**config.mk**
```make
export PLATFORM = sky130hd
export DESIGN_NAME = llsc_monitor
export DESIGN_NICKNAME = d
export VERILOG_FILES = /design/src/rtl/llsc_pkg.sv /design/src/rtl/llsc_line_match.sv /design/src/rtl/llsc_resv_reg.sv /design/src/rtl/llsc_sc_eval.sv /design/src/rtl/llsc_monitor.sv
export SDC_FILE = /design/constraint.sdc
export NUM_CORES = 1
export LEC_CHECK = 0
export CORE_MARGIN = 3
export CORE_UTILIZATION = 45
export CTS_CLUSTER_SIZE = 14
export DETAILED_ROUTE_END_ITERATION = 8
export PLACE_DENSITY = 0.81
export SYNTH_ARGS = -nofsm -noshare
export SYNTH_HDL_FRONTEND = slang
export SYNTH_SLANG_ARGS = --single-unit
```
**constraint.sdc**
```tcl
create_clock -name clk -period 2.52 [get_ports clk]
set_input_delay 0.252 -clock clk [delete_from_list [all_inputs] [get_ports clk]]
set_output_delay 0.252 -clock clk [all_outputs]
set_load 0.02 [all_outputs]
```
**src/rtl/llsc_pkg.sv**
```systemverilog
package llsc_pkg;
    parameter int ADDR_W     = 32;
    parameter int LINE_BYTES = 64;
    localparam int OFS_W     = $clog2(LINE_BYTES);
    localparam int TAG_W     = ADDR_W - OFS_W;
    localparam int N_PROBES  = 3;

    typedef logic [TAG_W-1:0]  tag_t;
    typedef logic [ADDR_W-1:0] addr_t;

    typedef enum logic [2:0] {
        OP_NONE  = 3'd0,
        OP_LOAD  = 3'd1,
        OP_STORE = 3'd2,
        OP_LL    = 3'd3,
        OP_SC    = 3'd4
    } op_e;

    typedef struct packed {
        logic valid;
        tag_t tag;
    } resv_t;

    function automatic tag_t line_of(input addr_t a);
        return tag_t'(a >> OFS_W);
    endfunction
endpackage

```
**src/rtl/llsc_line_match.sv**
```systemverilog
module llsc_line_match
    import llsc_pkg::*;
(
    input  logic  en,
    input  tag_t  ref_tag,
    input  addr_t addr,
    output logic  hit
);
    always_comb hit = en && (line_of(addr) == ref_tag);
endmodule

```
**src/rtl/llsc_resv_reg.sv**
```systemverilog
module llsc_resv_reg
    import llsc_pkg::*;
(
    input  logic  clk,
    input  logic  rst,
    input  logic  set_en,
    input  tag_t  set_tag,
    input  logic  kill,
    output resv_t resv
);
    resv_t resv_q;

    always_ff @(posedge clk) begin
        if (rst) begin
            resv_q <= '0;
        end else if (set_en) begin
            resv_q.valid <= 1'b1;
            resv_q.tag   <= set_tag;
        end else if (kill) begin
            resv_q.valid <= 1'b0;
        end
    end

    assign resv = resv_q;

    a_r1_reset_clear: assert property (@(posedge clk) rst |=> !resv_q.valid);
    a_r8_set_loads_tag: assert property (@(posedge clk) disable iff (rst)
        set_en |=> (resv_q.valid && resv_q.tag == $past(set_tag)));
endmodule

```
**src/rtl/llsc_sc_eval.sv**
```systemverilog
module llsc_sc_eval (
    input  logic clk,
    input  logic rst,
    input  logic sc_req,
    input  logic line_hit,
    input  logic interfere,
    output logic done,
    output logic ok
);
    logic done_q, ok_q;

    always_ff @(posedge clk) begin
        if (rst) begin
            done_q <= 1'b0;
            ok_q   <= 1'b0;
        end else begin
            done_q <= sc_req;
            ok_q   <= sc_req && line_hit && !interfere;
        end
    end

    assign done = done_q;
    assign ok   = ok_q;

    a_r2_success_only_with_done: assert property (@(posedge clk) disable iff (rst)
        ok_q |-> done_q);
    a_r6_interfere_fails: assert property (@(posedge clk) disable iff (rst)
        interfere |=> !ok_q);
endmodule

```
**src/rtl/llsc_monitor.sv**
```systemverilog
module llsc_monitor
    import llsc_pkg::*;
(
    input  logic                  clk,
    input  logic                  rst,
    input  logic                  req_valid,
    input  logic [2:0]            req_op,
    input  logic [ADDR_W-1:0]     req_addr,
    input  logic                  snoop_valid,
    input  logic [ADDR_W-1:0]     snoop_addr,
    input  logic                  irq_taken,
    output logic                  sc_done,
    output logic                  sc_success
);
    op_e   op;
    logic  is_ll, is_sc, is_ls;
    resv_t resv;

    always_comb begin
        op    = op_e'(req_op);
        is_ll = req_valid && (op == OP_LL);
        is_sc = req_valid && (op == OP_SC);
        is_ls = req_valid && (op == OP_LOAD || op == OP_STORE);
    end

    // probe 0: SC address vs reservation
    // probe 1: snoop vs reservation
    // probe 2: snoop vs the line a concurrent LL is about to reserve
    logic  probe_en   [N_PROBES];
    tag_t  probe_ref  [N_PROBES];
    addr_t probe_addr [N_PROBES];
    logic  probe_hit  [N_PROBES];

    always_comb begin
        probe_en[0]   = resv.valid;
        probe_ref[0]  = resv.tag;
        probe_addr[0] = req_addr;
        probe_en[1]   = resv.valid && snoop_valid;
        probe_ref[1]  = resv.tag;
        probe_addr[1] = snoop_addr;
        probe_en[2]   = snoop_valid;
        probe_ref[2]  = line_of(req_addr);
        probe_addr[2] = snoop_addr;
    end

    for (genvar p = 0; p < N_PROBES; p++) begin : g_probe
        llsc_line_match u_match (
            .en      (probe_en[p]),
            .ref_tag (probe_ref[p]),
            .addr    (probe_addr[p]),
            .hit     (probe_hit[p])
        );
    end

    logic sc_line_hit, snoop_hit, ll_blocked, set_en, kill, interfere;

    always_comb begin
        sc_line_hit = probe_hit[0];
        snoop_hit   = probe_hit[1];
        ll_blocked  = irq_taken || probe_hit[2];
        set_en      = is_ll && !ll_blocked;
        kill        = irq_taken || snoop_hit || is_ls || is_sc || is_ll;
        interfere   = irq_taken || snoop_hit;
    end

    llsc_resv_reg u_resv (
        .clk     (clk),
        .rst     (rst),
        .set_en  (set_en),
        .set_tag (line_of(req_addr)),
        .kill    (kill),
        .resv    (resv)
    );

    llsc_sc_eval u_eval (
        .clk       (clk),
        .rst       (rst),
        .sc_req    (is_sc),
        .line_hit  (sc_line_hit),
        .interfere (interfere),
        .done      (sc_done),
        .ok        (sc_success)
    );

    a_r2_done_follows_sc: assert property (@(posedge clk) disable iff (rst)
        is_sc |=> sc_done);
    a_r5_own_access_cancels: assert property (@(posedge clk) disable iff (rst)
        is_ls |=> !resv.valid);
    a_r7_sc_clears: assert property (@(posedge clk) disable iff (rst)
        is_sc |=> !resv.valid);
    a_r9_no_resv_fails: assert property (@(posedge clk) disable iff (rst)
        (is_sc && !resv.valid) |=> !sc_success);
    a_r4_snoop_cancels: assert property (@(posedge clk) disable iff (rst)
        (snoop_hit && !is_ll) |=> !resv.valid);
    a_r11_blocked_ll: assert property (@(posedge clk) disable iff (rst)
        (is_ll && ll_blocked) |=> !resv.valid);
endmodule

```
==> results of run 1 <==
==> cell usage in the layout (no fill, tap or decap), drive strengths merged <==
cell type	count
nor2	4
nand3	4
nand3b	1
nand4	17
xor2	14
o2bb2ai	1
nand2	54
dfxtp	29
clkbuf	8
xnor2	65
clkdlybuf4s50	61
nor4	6
or4	2
inv	1
mux2i	26
nor3	1
buf	13
==> stage by stage <==
| step | util [%] | worst slack, ns | cell area [sq um] |
|---|---|---|---|
| 2_1_floorplan | - | 0.670 | 2000 |
| 3_3_place_gp | 66.0 | 0.00395 | 2730 |
| 3_5_place_dp | 66.0 | -0.0479 | 2730 |
| 4_1_cts | 67.9 | 0.254 | 2810 |
| 5_1_grt | 67.9 | 0.210 | 2810 |
| 6_report | 67.9 | 0.258 | 2810 |
==> cells by family after synthesis <==
family,count (synthesis),share of synthesized area [%]
mux,26,13.0
simple gates,89,20.8
compound gates,1,0.437
buf+inv,8,2.25
xor+xnor,79,34.5
flops,29,29.0
==> flip-flops by register name (all words and copies together) (netlist names) <==
signal,flops
u_eval.ok,1
u_eval.done,1
u_resv.resv,27
==> report_power, final <==
part           internal [W]  switching (W)  total (W)  leakage, nW
clock              0.000196       0.000177   0.000373       0.0395
sequential         0.000464     0.00000583   0.000470        0.234
combinational      0.000165       0.000117   0.000282        0.671
==> worst paths after layout <==
path / start / endpoint / slack, ns
hold / removal: u_resv.resv[15]$_SDFFE_PP0P_ / u_resv.resv[15]$_SDFFE_PP0P_ / 0.49
setup / recovery: req_addr[7] / u_resv.resv[26]$_SDFFE_PP0P_ / 0.26
setup reg to reg: u_resv.resv[11]$_SDFFE_PP0P_ / u_eval.ok$_SDFF_PP0_ / 0.74
hold reg to reg: u_resv.resv[15]$_SDFFE_PP0P_ / u_resv.resv[15]$_SDFFE_PP0P_ / 0.49
==> synthesized netlist by cell type <==
master / number
or4_1: 2
nand4_1: 17
dfxtp_1: 29
nor2_2: 1
nor2_1: 3
xnor2_1: 65
nand3_1: 4
xor2_1: 14
nor4_2: 1
nor4_1: 5
inv_2: 1
nand2_1: 54
mux2i_1: 26
clkbuf_1: 5
o2bb2ai_1: 1
nand3b_1: 1
nor3_1: 1
buf_6: 2
==> worst max-delay path: stages <==
cell and delay (ns):
clkdlybuf4s50_1 0.48, xnor2_1 0.26, nand4_1 0.14, or4_1 0.52, nor4_2 0.33, nor2_2 0.11, buf_4 0.20, o2bb2ai_1 0.13
==> routing by layer <==
metal	track usage (%)	vias up	wire, microns
li1	-	924	-
met1	27.1	825	2300
met2	33.6	52	2450
met3	5.10	10	309
met4	6.76	0	114
met5	0	-	0
==> cell type report <==
type	count	area (sq um)	share of cell area (%)
multi-input cells	195	1380	49.0
repair buffers	74	708	25.2
inverters	1	3.75	0.133
clock buffers	8	80.1	2.85
well taps	50	62.6	2.22
flip-flops and latches	29	581	20.6
==> results.json, run 1 <==
{
  "finClkSkew_ns": 0.00340,
  "core_sq_mm": 0.00414,
  "postSynthCellCount": 232,
  "tightestPinTransition_ns": 0.435,
  "clkLatencyLatePin_ns": 0.28,
  "area_delta_synth_final_pct": 40.4,
  "h-tree-depth": 2,
  "cp-end-kind": "flop",
  "finalHoldWorstSlack_ns": 0.493,
  "fmax_mhz": 442,
  "netlist_area_sq_mm": 0.00200,
  "synth_top_area_cell": "dfxtp_1",
  "setup_tns_ns": 0,
  "period_needed_ns": 2.26,
  "grt_pass1_vias": 1782,
  "vias": 1811,
  "grtUsageTotal_pct": 20.8,
  "synth_area_per_cell_sq_um": 8.64,
  "cts-hold-fix-buffers": 0,
  "yosys-top-cells-area": "dfxtp_1, xnor2_1, mux2i_1",
  "final_hold_viol_count": 0,
  "slew_violations": 0,
  "slew_headroom_pct": 71.0,
  "place_inst": 349,
  "initial_core_util_pct": 48.4,
  "routed_via_density": 5.07,
  "status": "finished clean",
  "maxCapViolations": 0,
  "cts-root-buf": "clkbuf_8",
  "cts_tree": "yes",
  "seq_area_frac_synth_pct": 29.0,
  "critical_path_peak_fanout": 8,
  "total_power_w": 0.00113,
  "hpwlAfterDp_microns": 4290,
  "reg2regPathDepth": 5,
  "row_count": 23,
  "ys_ff_latch": 29,
  "critical_path_class": "input port to flop",
  "grt_pass1_wl_microns": 8380,
  "die_x_microns": 72.7,
  "grt_max_degree": 29,
  "die_area_sq_mm": 0.00529,
  "clkTransAtPathRegs_ns": 0.06,
  "synth_top_area_share_pct": 29.0,
  "drive_gt1_share_pct": 6.84,
  "antenna_cells": 0,
  "wl_per_cell_microns": 14.5,
  "die_h_microns": 72.7,
  "min_path_cells": 2,
  "post_cts_buffers": 0,
  "power_density_mw_per_mm2": 400,
  "antenna_found_initial": 0,
  "synthDistinctLibCells": 18,
  "cts_resized": 0,
  "critPathLaunchType": "input port",
  "drt_wl_total_microns": 5170,
  "min_period_over_period_pct": 89.8,
  "place_congestion": 0.830,
  "firstDrtPassIters": 4,
  "rsz0062_at_grt": "false",
  "yosys_warnings": 0,
  "syn_nets": 304,
  "drtIter0Drc": 92,
  "cts_buffers": 5,
  "nFillCells": 354,
  "drc_errors": 0,
  "overflow": 0,
  "arrival_ns": 2.43,
  "final_nets": 378,
  "cts_buffer_depth": 2,
  "holdCritPathClass": "flop to flop",
  "finalSetupViolCount": 0,
  "final_antenna_net_count": 0,
  "power_leakage_nw": 0.944,
  "ir_drop_mv": 0.283,
  "required_ns": 2.69,
  "numClockSinks": 29,
  "final_cells": 357,
  "io_buffers": 61,
  "io_pins": 74
}
Power figures use the tool's default switching activity.
==> run 2, diff against run 1 <==
CORE_UTILIZATION = 55   (was 45)
DONT_BUFFER_PORTS = 1   (was default)
PLACE_DENSITY = 0.7   (was 0.81)
==> run 2 against run 1 <==
  * Worst setup slack better by 0.49 ns
  * Highest routed layer unchanged
  * Die area shrank 17%
  * Wire length decreased by 12%
  * Design area decreased by 25%
  * Global-route usage up 1.3 points
  * Combinational power fell by 49%
  * Register-to-register slack barely moved
  * Clock skew grew 0.0030 ns
  * Critical endpoint is now u_eval.ok$_SDFF_PP0_
  * Critical path depth shrank 3
==> results.json, run 2 (synthesis gave the netlist of run 1 again) <==
{
  "final_nets": 306,
  "cts_buffer_depth": 2,
  "hpwlAfterDp_microns": 3640,
  "critical_path_class": "flop to flop",
  "routed_via_density": 5.39,
  "h-tree-depth": 2,
  "grt_max_degree": 55,
  "cp-end-kind": "flop",
  "min_period_over_period_pct": 70.4,
  "die_area_sq_mm": 0.00440,
  "required_ns": 2.78,
  "ir_drop_mv": 0.353,
  "grtUsageTotal_pct": 22.1,
  "antenna_found_initial": 0,
  "slew_violations": 0,
  "fin_util_pct": 61.6,
  "area_delta_synth_final_pct": 5.06,
  "setup_tns_ns": 0,
  "status": "finished clean",
  "final_cell_mix": "xnor2_1, nand2_1, dfxtp_1, mux2i_1, nand4_1",
  "final_hold_viol_count": 0,
  "overflow": 0,
  "vias": 1508,
  "die_h_microns": 66.4,
  "io_pins": 74,
  "regToRegSetupSlack_ns": 0.75,
  "finalSetupViolCount": 0,
  "clkTransAtPathRegs_ns": 0.09,
  "holdCritPathClass": "input port to flop",
  "initial_core_util_pct": 58.7,
  "place_congestion": 0.825,
  "row_count": 21,
  "largest_register_ffs": 27,
  "drive_gt1_share_pct": 4.27,
  "numClockSinks": 29,
  "total_power_w": 0.000911,
  "power_leakage_nw": 0.646,
  "critical_path_peak_fanout": 3,
  "antenna_cells": 0,
  "clkLatencyLatePin_ns": 0.34,
  "wl_per_cell_microns": 16.2,
  "firstDrtPassIters": 4,
  "drtIter0Drc": 109,
  "grt_pass1_vias": 1485,
  "period_needed_ns": 1.77,
  "fmax_mhz": 564,
  "core_sq_mm": 0.00342,
  "arrival_ns": 2.03,
  "rsz0062_at_grt": "false",
  "power_density_mw_per_mm2": 433,
  "final_common_cell": "xnor2_1",
  "io_buffers": 0,
  "slew_headroom_pct": 45.4,
  "maxCapViolations": 0,
  "drc_errors": 0,
  "cts_buffers": 5,
  "drt_wl_total_microns": 4540,
  "die_x_microns": 66.4,
  "critPathLaunchType": "flop",
  "tightestPinTransition_ns": 0.818,
  "grt_pass1_wl_microns": 7070,
  "cts_resized": 0,
  "cts_tree": "yes",
  "final_antenna_net_count": 0,
  "finClkSkew_ns": 0.00635,
  "cts-root-buf": "clkbuf_4"
}
[run 2: per-layer routing]
layer	global-route usage, %	share of wire, %
met1	29.1	44
met2	32.7	44
met3	7.31	10
met4	9.14	1.6
met5	0	0
[run 2: cell type report]
| class | instances | area [sq um] |
|---|---|---|
| clock buffers | 7 | 55.1 |
| fillers | 314 | 1310 |
| inverters | 1 | 3.75 |
| multi-input cells | 195 | 1380 |
| flip-flops and latches | 29 | 581 |
| well taps | 46 | 57.6 |
| repair buffers | 2 | 30.0 |
[run 2: timing repair]
item                                   CTS  global route
endpoints found under the hold margin    1             0
hold buffers                             1             0
setup buffers                            0             0
[run 2: path summary, 6_finish.rpt]
check | startpoint | to | depth (start not counted)
worst max-delay path | u_resv.resv[11]$_SDFFE_PP0P_ | u_eval.ok$_SDFF_PP0_ | 5
worst min-delay path | req_addr[10] | u_resv.resv[4]$_SDFFE_PP0P_ | 2
worst max register to register | u_resv.resv[11]$_SDFFE_PP0P_ | u_eval.ok$_SDFF_PP0_ | 5
worst min register to register | u_resv.resv[11]$_SDFFE_PP0P_ | u_resv.resv[11]$_SDFFE_PP0P_ | 2
[run 2: worst max-delay path, stage by stage, from the launching register on]
cell and delay (ns):
dfxtp_1 0.34, xor2_1 0.17, nor4_1 0.35, nand4_1 0.13, or4_1 0.54, nor4_1 0.16
[run 2: per-stage QoR]
stage          std cells  hold WS (ns)  setup slack, ns  instance area, sq um
3_5_place_dp         272         0.357            0.406                  2040
2_1_floorplan        232         0.335            0.670                  2000
5_1_grt              280        0.0236            0.608                  2110
4_1_cts              280        0.0386            0.714                  2110
3_3_place_gp         272         0.354            0.426                  2040
6_report             280        0.0438            0.746                  2110
[run 2: power breakdown]
group	internal [W]	total, W	leakage, nW	switching [W]
clock	0.000131	0.000297	0.0314	0.000166
sequential	0.000464	0.000470	0.234	0.00000614
combinational	0.0000794	0.000144	0.381	0.0000643
==> run 3, diff against run 2 <==
clock period = 1.66 ns   (was 2.52 ns; I/O delays follow)
==> run 3 against run 2 <==
  * Core utilization is 10 points higher
  * Power is 66% higher
  * Die area stayed put
  * Worst setup slack worse by 0.70 ns
  * Critical path type unchanged
==> results.json, run 3 (synthesis gave the netlist of run 1 again) <==
{
  "status": "finished clean",
  "overflow": 0,
  "cts_buffers": 5,
  "grt_pass1_vias": 1722,
  "cts-root-buf": "clkbuf_4",
  "initial_core_util_pct": 58.7,
  "startpoint": "u_resv.resv[11]$_SDFFE_PP0P_",
  "min_from": "req_valid",
  "final_nets": 337,
  "required_ns": 1.92,
  "power_leakage_nw": 0.809,
  "final_cell_mix": "xnor2_1, nand2_1, dlygate4sd3_1, dfxtp_1, mux2i_1",
  "critical_path_class": "flop to flop",
  "place_area_sq_mm": 0.00208,
  "vias": 1693,
  "tightestPinTransition_ns": 0.995,
  "period_needed_ns": 1.62,
  "final_antenna_net_count": 0,
  "h-tree-depth": 2,
  "dp_slack_ns": -0.213,
  "grt_pass1_wl_microns": 8020,
  "die_h_microns": 66.4,
  "row_count": 21,
  "drtIter0Drc": 100,
  "cp_top_family": "simple AND/OR/NAND/NOR gates",
  "antenna_found_initial": 0,
  "largest_register_ffs": 27,
  "area_delta_synth_final_pct": 22.2,
  "wl_per_cell_microns": 16.6,
  "ir_drop_mv": 0.370,
  "firstDrtPassIters": 4,
  "drc_errors": 0,
  "fin_ws_ns": 0.0418,
  "arrival_ns": 1.87,
  "io_pins": 74,
  "drt_wl_total_microns": 5190,
  "drive_gt1_share_pct": 7.52,
  "grtUsageTotal_pct": 24.9,
  "timing.rr.start": "u_resv.resv[11]$_SDFFE_PP0P_",
  "power_density_mw_per_mm2": 619,
  "nFillCells": 289,
  "finClkSkew_ns": 0.00334,
  "die_x_microns": 66.4,
  "rsz0062_at_grt": "false",
  "clkTransAtPathRegs_ns": 0.10,
  "holdCritPathClass": "input port to flop",
  "clkLatencyLatePin_ns": 0.34,
  "cp-end-kind": "flop",
  "crit_chain": "xor2_1, nor4_2, nand4_1, or4_1, nor4_1",
  "finalSetupViolCount": 0,
  "slew_headroom_pct": 33.5,
  "antenna_cells": 0,
  "die_area_sq_mm": 0.00440,
  "cts_tree": "yes",
  "final_hold_viol_count": 0,
  "grt_max_degree": 55,
  "fmax_mhz": 618,
  "post_cts_buffers": 0,
  "cts_buffer_depth": 2,
  "critPathMaxStageDelay_ns": 0.44,
  "critical_path_peak_fanout": 2,
  "routed_via_density": 5.43,
  "final_common_cell": "xnor2_1",
  "min_period_over_period_pct": 97.5,
  "slew_violations": 0,
  "numClockSinks": 29,
  "io_buffers": 0,
  "maxCapViolations": 0,
  "critPathBufInv": 0,
  "stdcell_area_sq_mm": 0.00245,
  "hpwlAfterDp_microns": 3650,
  "core_sq_mm": 0.00342,
  "critPathLaunchType": "flop",
  "place_congestion": 0.829,
  "slowest_stage": "or4_1"
}
run 3: cell count changes in the layout (fill, tap and decap cells not counted), sizes merged:
cell / delta
clkinv: +1
buf: +4
dlygate4sd3: +27
run 3: what timing repair did:
action / CTS / global route
pin swaps: 5 / 2
endpoints found under the hold margin: 27 / 0
hold buffers: 28 / 0
gates resized for setup: 3 / 1
setup endpoints to repair: 1 / 2
gates cloned: 0 / 0
run 3: area by class of cell:
type / instances / area [sq um] / share of cell area (%)
Clock buffer: 7 / 65.1 / 2.66
Sequential cell: 29 / 583 / 23.8
Multi-Input combinational cell: 195 / 1410 / 57.4
Inverter: 1 / 3.75 / 0.153
Clock inverter: 1 / 5.00 / 0.204
Tap cell: 46 / 57.6 / 2.35
Timing Repair Buffer: 33 / 330 / 13.5
run 3: worst paths after layout:
path	end	slack, ns	cells after the start
hold reg to reg	u_resv.resv[18]$_SDFFE_PP0P_	0.50	2
hold / removal	u_resv.resv[26]$_SDFFE_PP0P_	0.02	3
setup / recovery	u_eval.ok$_SDFF_PP0_	0.04	5
setup reg to reg	u_eval.ok$_SDFF_PP0_	0.04	5
run 3: stage by stage:
stage / power (W) / util, % / std cells / hold slack [ns] / TNS, ns
CTS: 0.00152 / 71.5 / 312 / 0.00795 / -0.0227
global placement: 0.000954 / 61.0 / 276 / 0.269 / -5.06
finish: 0.00152 / 71.7 / 312 / 0.0168 / 0
global route: 0.00158 / 71.7 / 312 / 0.00262 / 0
floorplan: 0.000911 / - / 232 / 0.249 / 0
detailed placement: 0.000953 / 61.0 / 276 / 0.269 / -5.44
run 3: tightest hold or removal path, stage by stage:
cell and delay [ns]:
nand2_1 0.04, nand2_1 0.06, o2bb2ai_1 0.05
run 3: metal layers:
layer / global-route usage (%) / wire (microns) / up-vias
met3: 8.50 / 456 / 10
met4: 10.2 / 134 / 0
met5: 0 / 0 / -
met1: 30.3 / 2180 / 779
li1: - / - / 845
met2: 39.9 / 2410 / 59
run 3: where the power goes:
part           switching, W  total, W  internal (W)
Combinational      0.000116  0.000284      0.000167
Clock              0.000274  0.000519      0.000245
Sequential       0.00000904  0.000713      0.000704
Total              0.000399   0.00152       0.00112
